File: src/rtl/smi_aggregator.sv
module smi_aggregator #(
  parameter int          USB_N    = 4,
  parameter logic [15:0] GPI_IMPL = 16'hFF3F
) (
  input  logic             clk,
  input  logic             rst_n,
  input  logic             wr_i,
  input  logic [7:0]       addr_i,
  input  logic [15:0]      wdata_i,
  input  logic [1:0]       be_i,
  output logic [15:0]      rdata_o,
  input  logic             tmr_evt_i,
  input  logic             apm_wr_i,
  input  logic             slp_wr1_i,
  input  logic [USB_N-1:0] usb_sts_i,
  input  logic [USB_N-1:0] usb_en_i,
  input  logic [15:0]      gpi_i,
  output logic             smi_n_o
);
  localparam int         NGPI   = 16;
  localparam int         RWORDS = NGPI / 8;
  localparam logic [7:0] A_CTRL = 8'h04;
  localparam logic [7:0] A_EN   = 8'h30;
  localparam logic [7:0] A_STS  = 8'h34;
  localparam logic [7:0] A_ALT  = 8'h38;
  localparam logic [7:0] A_GSTS = 8'h3C;
  localparam logic [7:0] A_RT   = 8'h40;

  logic [15:0]       bemask, wmask;
  logic [6:2]        en_q;
  logic              tmr_sts, apm_sts, slp_sts, bios_sts, usb_sts;
  logic [NGPI-1:0]   alt_en, gpi_sts, s1, s2, s3, routed;
  logic [2*NGPI-1:0] route;
  logic              glr, pend, smi_n_q;

  assign bemask  = {{8{be_i[1]}}, {8{be_i[0]}}};
  assign wmask   = wr_i ? (wdata_i & bemask) : 16'h0;
  assign usb_sts = |(usb_sts_i & usb_en_i);
  assign glr     = (addr_i == A_CTRL) && wmask[2];

  always_comb
    for (int n = 0; n < NGPI; n++) routed[n] = (route[2*n +: 2] == 2'b01);

  assign pend = (tmr_sts & en_q[6]) | (apm_sts & en_q[5]) | (slp_sts & en_q[4]) |
                (usb_sts & en_q[3]) | (bios_sts & en_q[2]) |
                (|(gpi_sts & alt_en & routed & GPI_IMPL));

  always_ff @(posedge clk or negedge rst_n) begin
    if (!rst_n) begin
      en_q     <= '0;
      tmr_sts  <= 1'b0;
      apm_sts  <= 1'b0;
      slp_sts  <= 1'b0;
      bios_sts <= 1'b0;
      alt_en   <= '0;
      gpi_sts  <= '0;
      s1       <= '0;
      s2       <= '0;
      s3       <= '0;
      route    <= '0;
      smi_n_q  <= 1'b1;
    end else begin
      if (wr_i && addr_i == A_EN && be_i[0]) en_q <= wdata_i[6:2];
      if (wr_i && addr_i == A_ALT) alt_en <= (alt_en & ~bemask) | (wdata_i & bemask);
      for (int k = 0; k < RWORDS; k++)
        if (wr_i && addr_i == A_RT + 8'(2*k))
          route[16*k +: 16] <= (route[16*k +: 16] & ~bemask) | (wdata_i & bemask);
      if (addr_i == A_STS) begin
        tmr_sts  <= (tmr_sts  & ~wmask[6]) | tmr_evt_i;
        apm_sts  <= (apm_sts  & ~wmask[5]) | (apm_wr_i & en_q[5]);
        slp_sts  <= (slp_sts  & ~wmask[4]) | (slp_wr1_i & en_q[4]);
        bios_sts <= (bios_sts & ~wmask[2]) | glr;
      end else begin
        tmr_sts  <= tmr_sts  | tmr_evt_i;
        apm_sts  <= apm_sts  | (apm_wr_i & en_q[5]);
        slp_sts  <= slp_sts  | (slp_wr1_i & en_q[4]);
        bios_sts <= bios_sts | glr;
      end
      s1 <= gpi_i;
      s2 <= s1;
      s3 <= s2;
      gpi_sts <= ((addr_i == A_GSTS) ? (gpi_sts & ~wmask) : gpi_sts) | (s2 & ~s3 & GPI_IMPL);
      smi_n_q <= ~pend;
    end
  end

  assign smi_n_o = smi_n_q;

  always_comb begin
    rdata_o = 16'h0;
    unique case (addr_i)
      A_EN:    rdata_o = {9'h0, en_q, 2'b00};
      A_STS:   rdata_o = {9'h0, tmr_sts, apm_sts, slp_sts, usb_sts, bios_sts, 2'b00};
      A_ALT:   rdata_o = alt_en;
      A_GSTS:  rdata_o = gpi_sts;
      default: rdata_o = 16'h0;
    endcase
    for (int k = 0; k < RWORDS; k++)
      if (addr_i == A_RT + 8'(2*k)) rdata_o = route[16*k +: 16];
  end
endmodule

File: config.mk
export PLATFORM = sky130hd
export DESIGN_NAME = smi_aggregator
export DESIGN_NICKNAME = d
export VERILOG_FILES = /design/src/rtl/smi_aggregator.sv
export SDC_FILE = /design/constraint.sdc
export NUM_CORES = 1
export LEC_CHECK = 0
export CELL_PAD_IN_SITES_DETAIL_PLACEMENT = 2
export CELL_PAD_IN_SITES_GLOBAL_PLACEMENT = 2
export CORE_MARGIN = 4
export CORE_UTILIZATION = 37
export CTS_CLUSTER_DIAMETER = 60
export CTS_CLUSTER_SIZE = 30
export DETAILED_ROUTE_END_ITERATION = 8
export PLACE_DENSITY_LB_ADDON = 0.05
export SLEW_MARGIN = 20
export SYNTH_ARGS = -nofsm -noshare
export SYNTH_HDL_FRONTEND = slang
export SYNTH_SLANG_ARGS = --single-unit
File: constraint.sdc
create_clock -name clk -period 2.4 [get_ports clk]
set_clock_uncertainty 0.05 [all_clocks]
set_input_delay 0.36 -clock clk [delete_from_list [all_inputs] [get_ports clk]]
set_output_delay 0.36 -clock clk [all_outputs]
set_load 0.05 [all_outputs]
==> impl_metrics.toml, run 1 <==
[outcome]
status = "complete, no violations"

[clock_network]
cts_buffers = 17
htree_levels = 4
clockBufferDepth = 2
clk_latency_ps = 430
clock-root-buffer = "clkbuf_16"
tritoncts = "yes"
clk_pin_slew_ps = 60
cts.sinks = 116

[setup_path]
cp_data_required_time_ps = 1990
end_kind = "output pin"
critPathLaunchType = "input port"
worst_path_most_repeated_cell = "buf_12"
cp_cell_sequence = "dlygate4sd2_1 > or4_4 > nor3_4 > buf_12 > nand2_4 > a21oi_4 > buf_12"
worstSetupPathType = "in -> out"
crit_slowest_cell = "or4_4"
arrival_ps = 1920
cpPeakStageDelay_ps = 490
crit_fanout = 8

[timing]
hold_viol_final = 0
period_needed_ps = 2331
worst_slew_pin_slew_ps = 700.2
relSlewSlack = 0.5332
setup_viol = 0
final-max-slew-violation-count = 0
fmax_mhz = 428.9
rsz0062_at_grt = "yes"
period_share = 0.9714
tns_ps = 0

[global_routing]
grt_pass1_vias = 4343
grt-ovfl-total = 0
grt_max_degree = 50
grt_pass1_wl_um = 26210
grt_usage = 0.2409
antenna_found_initial = 0

[cells_and_area]
drive_above_1_share = 0.4040
num_antenna_cells = 0
synthToLayoutAreaGrowth_pct = 48.96
fin_area_sq_um = 7241
nNetsFinal = 548
fillers = 1192
utilization = 0.5691

[worst_hold_path]
hold_path_class = "reg -> reg"

[floorplanning]
rows = 41
ios = 73
fp.dieArea_sq_um = 15040
die_w_um = 122.6
core_sq_um = 12720
initial_core_util = 0.3821
die_h_um = 122.6

[pwr]
power_density_nw_per_um2 = 712.6
p_leak_nw = 3.256
ir_drop_mv = 0.7370

[logic_synthesis]
synth_warnings = 0
synth_ff_type = "dfrtp_1"
syn-mean-instance-area_sq_um = 13.17
syn-cell-area_sq_um = 4861
syn-num-nets = 425
ys_ff_latch = 116
synth_cells = 369
synth_edf_count = 0
ys_seq_area_frac = 0.5974
async_flop_share = 1.000
yosysUniqueCellTypes = 44

[routing]
drc = 0
drtPass1Iterations = 4
ant_nets = 0
post_drt_wl_per_cell_um = 26.72
drtIter0Drc = 242
vias = 3709
drt-vias-per-instance = 5.479
drt_wl_total_um = 18090

[placement]
placed_area_sq_um = 6294
io_buffers = 70
gp_routability_congestion = 0.7723
dpl.hpwl_um = 10350

[flow_run]
max_cap_violations = 0
## layer usage
metal / track usage / wire length, um / vias to the layer above
met2: 0.4263 / 9800 / 111
met5: 0 / 0 / -
met1: 0.2812 / 7005 / 1977
li1: - / - / 1592
met3: 0.06267 / 834 / 29
met4: 0.08817 / 450 / 0
## area by class of cell
class,instances,area [sq um],area share
Inverter,27,101.3,0.01400
Multi-Input combinational cell,216,2110,0.2913
Sequential cell,116,2904,0.4011
Timing Repair Buffer,114,1284,0.1773
Tap cell,172,215.2,0.02972
Clock inverter,12,180.2,0.02488
Clock buffer,20,446.7,0.06169
## critical path: cells and delay by family
kind                   cells  cell delay [ps]
AOI/OAI and AO/OA          1              150
buffers and inverters      3              620
and+or+nand+nor            3              790
## what timing repair did
action | CTS | global route
pin swaps | 15 | 16
hold buffers | 1 | 0
setup buffers | 1 | 2
gates cloned | 0 | 0
resized for setup | 53 | 33
hold endpoints to repair | 42 | 0
setup endpoints to repair | 16 | 16
## power by group
| group | switching (mW) | leakage [nW] | internal, mW |
|---|---|---|---|
| clock network | 0.934 | 0.300 | 1.76 |
| logic | 0.196 | 1.53 | 0.182 |
| registers | 0.0543 | 1.43 | 2.03 |
## cells in the mapped netlist, drive strengths merged (2+ instances only)
cell	number	share of area
mux2i	7	0.014
nor2	13	0.010
mux2	62	0.15
buf	5	0.0046
clkbuf	5	0.0039
a21boi	2	0.0031
o21ai	26	0.027
dfrtp	115	0.59
nor4	3	0.0095
o22ai	5	0.0064
a22oi	4	0.0062
nand2	26	0.020
nor3	7	0.019
nand3	3	0.0067
nand4b	14	0.025
a31oi	2	0.0026
mux4	4	0.019
or4	2	0.0031
a21oi	9	0.0093
inv	27	0.021
a22o	8	0.014
nand4	7	0.0090
## placed cells by master, fill, tap and decap left out, types with 10 or more instances in the layout
cell / instances
dfrtp_1: 115
mux2_2: 48
clkdlybuf4s50_1: 45
buf_4: 32
inv_1: 27
buf_12: 22
nand2_1: 18
clkbuf_16: 17
o21ai_1: 16
nand4b_1: 14
o21ai_0: 10
## metrics by stage
stage / setup slack (ps) / hold WS, ps / total power, mW / std cells
6_report: 68.63 / 294.1 / 5.160 / 677
5_1_grt: 8.400 / 304.7 / 5.360 / 677
4_1_cts: 0.3653 / 298.6 / 5.190 / 675
3_5_place_dp: -260.5 / 286.4 / 2.447 / 641
3_3_place_gp: -228.5 / 282.2 / 2.431 / 641
2_1_floorplan: 30.06 / 14.41 / 2.213 / 369
## cell families after synthesis
| logic type | after synthesis | synth area share |
|---|---|---|
| simple gates | 82 | 0.1125 |
| compound gates | 61 | 0.07799 |
| buf+inv | 37 | 0.02934 |
| mux | 73 | 0.1828 |
| flops | 116 | 0.5974 |
## path summary, 6_finish.rpt
path	from	endpoint	slack, ps	cells past startpoint
min reg2reg	s1[13]	s2[13]	290	0
min	s1[13]	s2[13]	290	0
min in group asynchronous	rst_n	asynchronous set/reset pin	450	2
max in group asynchronous	rst_n	s2[0]	1090	3
max	addr_i[6]	rdata_o[0]	70	7
max reg2reg	en_q[6]	smi_n_o	760	4
Note: power is estimated with default switching activity, not from simulation.
==> inputs of run 2 (changes only) <==
- ABC_AREA: unset -> 1
- CORE_UTILIZATION: 37 -> 32
==> impl_metrics.toml, run 2 <==
[logic_synthesis]
syn-num-nets = 618
yosysUniqueCellTypes = 23
synth_commonest_cells = "181 x nand2_1, 115 x dfrtp_1, 65 x o21ai_0"
synth_edf_count = 0
syn-mean-instance-area_sq_um = 8.683
yosysMostFrequentCell = "nand2_1"
synth_warnings = 0
synth_ff_type = "dfrtp_1"
yosys.area.top_type = "dfrtp_1"
ys_top_cells_by_area = "dfrtp_1 59%, nand2_1 14%, o21ai_0 6.7%, nand3_1 5.7%, inv_1 3.8%"
async_flop_share = 1.000
synth_cells = 562
synth.top_cell.area_share = 0.5897
ys_seq_area_frac = 0.5951
syn-cell-area_sq_um = 4880
ys_ff_latch = 116

[floorplanning]
core_sq_um = 14750
die_w_um = 131.5
die_h_um = 131.5
fp.dieArea_sq_um = 17290
ios = 73
initial_core_util = 0.3307
rows = 44

[pwr]
ir_drop_mv = 0.5075
p_leak_nw = 3.261
power_density_nw_per_um2 = 749.0
power_mw = 5.148

[routing]
drtPass1Iterations = 4
vias = 4397
ant_nets = 0
drtIter0Drc = 227
drt_wl_total_um = 17160
post_drt_wl_per_cell_um = 20.00
drc = 0
drt-vias-per-instance = 5.125

[global_routing]
grt_max_degree = 76
antenna_found_initial = 1
grt_pass1_wl_um = 27630
grt_usage = 0.2044
grt_pass1_vias = 4977
grt-ovfl-total = 0

[worst_hold_path]
hold_path_class = "reg -> reg"
hp-start = "s1[8]"

[clock_network]
clk_latency_ps = 420
clockBufferDepth = 2
cts_buffers = 17
clock-root-buffer = "clkbuf_16"
tritoncts = "yes"
cts.sinks = 116
htree_levels = 4
clk_pin_slew_ps = 60

[cells_and_area]
utilization = 0.4658
drive_above_1_share = 0.1469
layout_common_cells = "179 x nand2_1, 115 x dfrtp_1, 65 x o21ai_0"
num_antenna_cells = 0
fillers = 1602
synthToLayoutAreaGrowth_pct = 40.85
final_common_cell = "nand2_1"
nNetsFinal = 717

[setup_path]
arrival_ps = 1900
cp_data_required_time_ps = 1990
crit_fanout = 12
worstSetupPathType = "in -> out"
critPathLaunchType = "input port"
end_kind = "output pin"
critPathLaunch = "addr_i[6]"

[timing]
tns_ps = 0
setup_viol = 0
fmax_mhz = 432.8
final-max-slew-violation-count = 0
period_needed_ps = 2310
hold_viol_final = 0
finalWorstSetupSlack_ps = 89.52
relSlewSlack = 0.6334
worst_slew_pin_slew_ps = 549.3
period_share = 0.9627

[placement]
dpl.hpwl_um = 11950
gp_routability_congestion = 0.8252
dp_slack_ps = -15.52
io_buffers = 70

[flow_run]
max_cap_violations = 0

[outcome]
status = "complete, no violations"
## run 2: cell count changes in the layout (fill, tap and decap cells not counted), moves of 21 or more
cell,delta
o21ai_0,+55
nand2_1,+161
mux2_2,-48
inv_1,+21
nand3_1,+54
## run 2: final timing paths
kind / slack (ps) / end / cells after the start
worst max-delay path: 90 / rdata_o[1] / 9
worst min-delay path: 300 / s2[8] / 0
worst max register to register: 1190 / smi_n_o / 5
worst min register to register: 300 / s2[8] / 0
max in group asynchronous: 1460 / s3[1] / 3
min in group asynchronous: 440 / tmr_sts / 3
## run 2: repair_timing
action / CTS / global route
hold buffers: 1 / 0
gates resized for setup: 3 / 14
setup endpoints to repair: 5 / 16
endpoints found under the hold margin: 115 / 0
setup buffers: 0 / 2
pin swaps: 0 / 3
cloned: 0 / 1
## run 2: layout make-up
type | instances | area [sq um] | area share
well taps | 184 | 230.2 | 0.03350
clock inverters | 13 | 195.2 | 0.02840
multi-input cells | 371 | 1690 | 0.2459
clock buffers | 19 | 442.9 | 0.06445
inverters | 54 | 202.7 | 0.02949
flip-flops and latches | 116 | 2904 | 0.4225
repair buffers | 101 | 1207 | 0.1757
## run 2: kinds of logic (layout without fill, tap and decap cells)
kind of cell	Yosys count	in the layout	synth area share
flip-flops	116	116	0.5951
buffers and inverters	75	187	0.06307
AND/OR/NAND/NOR	290	290	0.2574
AO/OA/AOI/OAI	81	81	0.08436
## run 2: routing by layer
metal	part of all wire	global-route usage	vias to the layer above
met5	0	0	-
met4	0.011	0.05893	0
met3	0.053	0.04243	15
li1	-	-	2027
met1	0.44	0.2716	2253
met2	0.49	0.3390	102
## run 2: worst max-delay path: stages
cell	delay, ps
clkdlybuf4s50_1	500
inv_2	60
nand2_2	80
nor2_4	50
and2_4	190
buf_12	150
nand2_1	60
nand4_1	210
buf_12	230
## run 2: power by group
group | leakage, nW | switching, mW | internal, mW
clock | 0.301 | 0.970 | 1.78
sequential | 1.35 | 0.0462 | 2.04
combinational | 1.61 | 0.181 | 0.136
total | 3.26 | 1.20 | 3.95
## run 2: metrics by stage
stage | hold WS (ps) | std cells | instance area (sq um)
2_1_floorplan | 14.41 | 562 | 4880
3_3_place_gp | 284.2 | 822 | 6141
3_5_place_dp | 287.3 | 822 | 6141
4_1_cts | 301.2 | 855 | 6793
5_1_grt | 305.9 | 858 | 6873
6_report | 297.9 | 858 | 6873
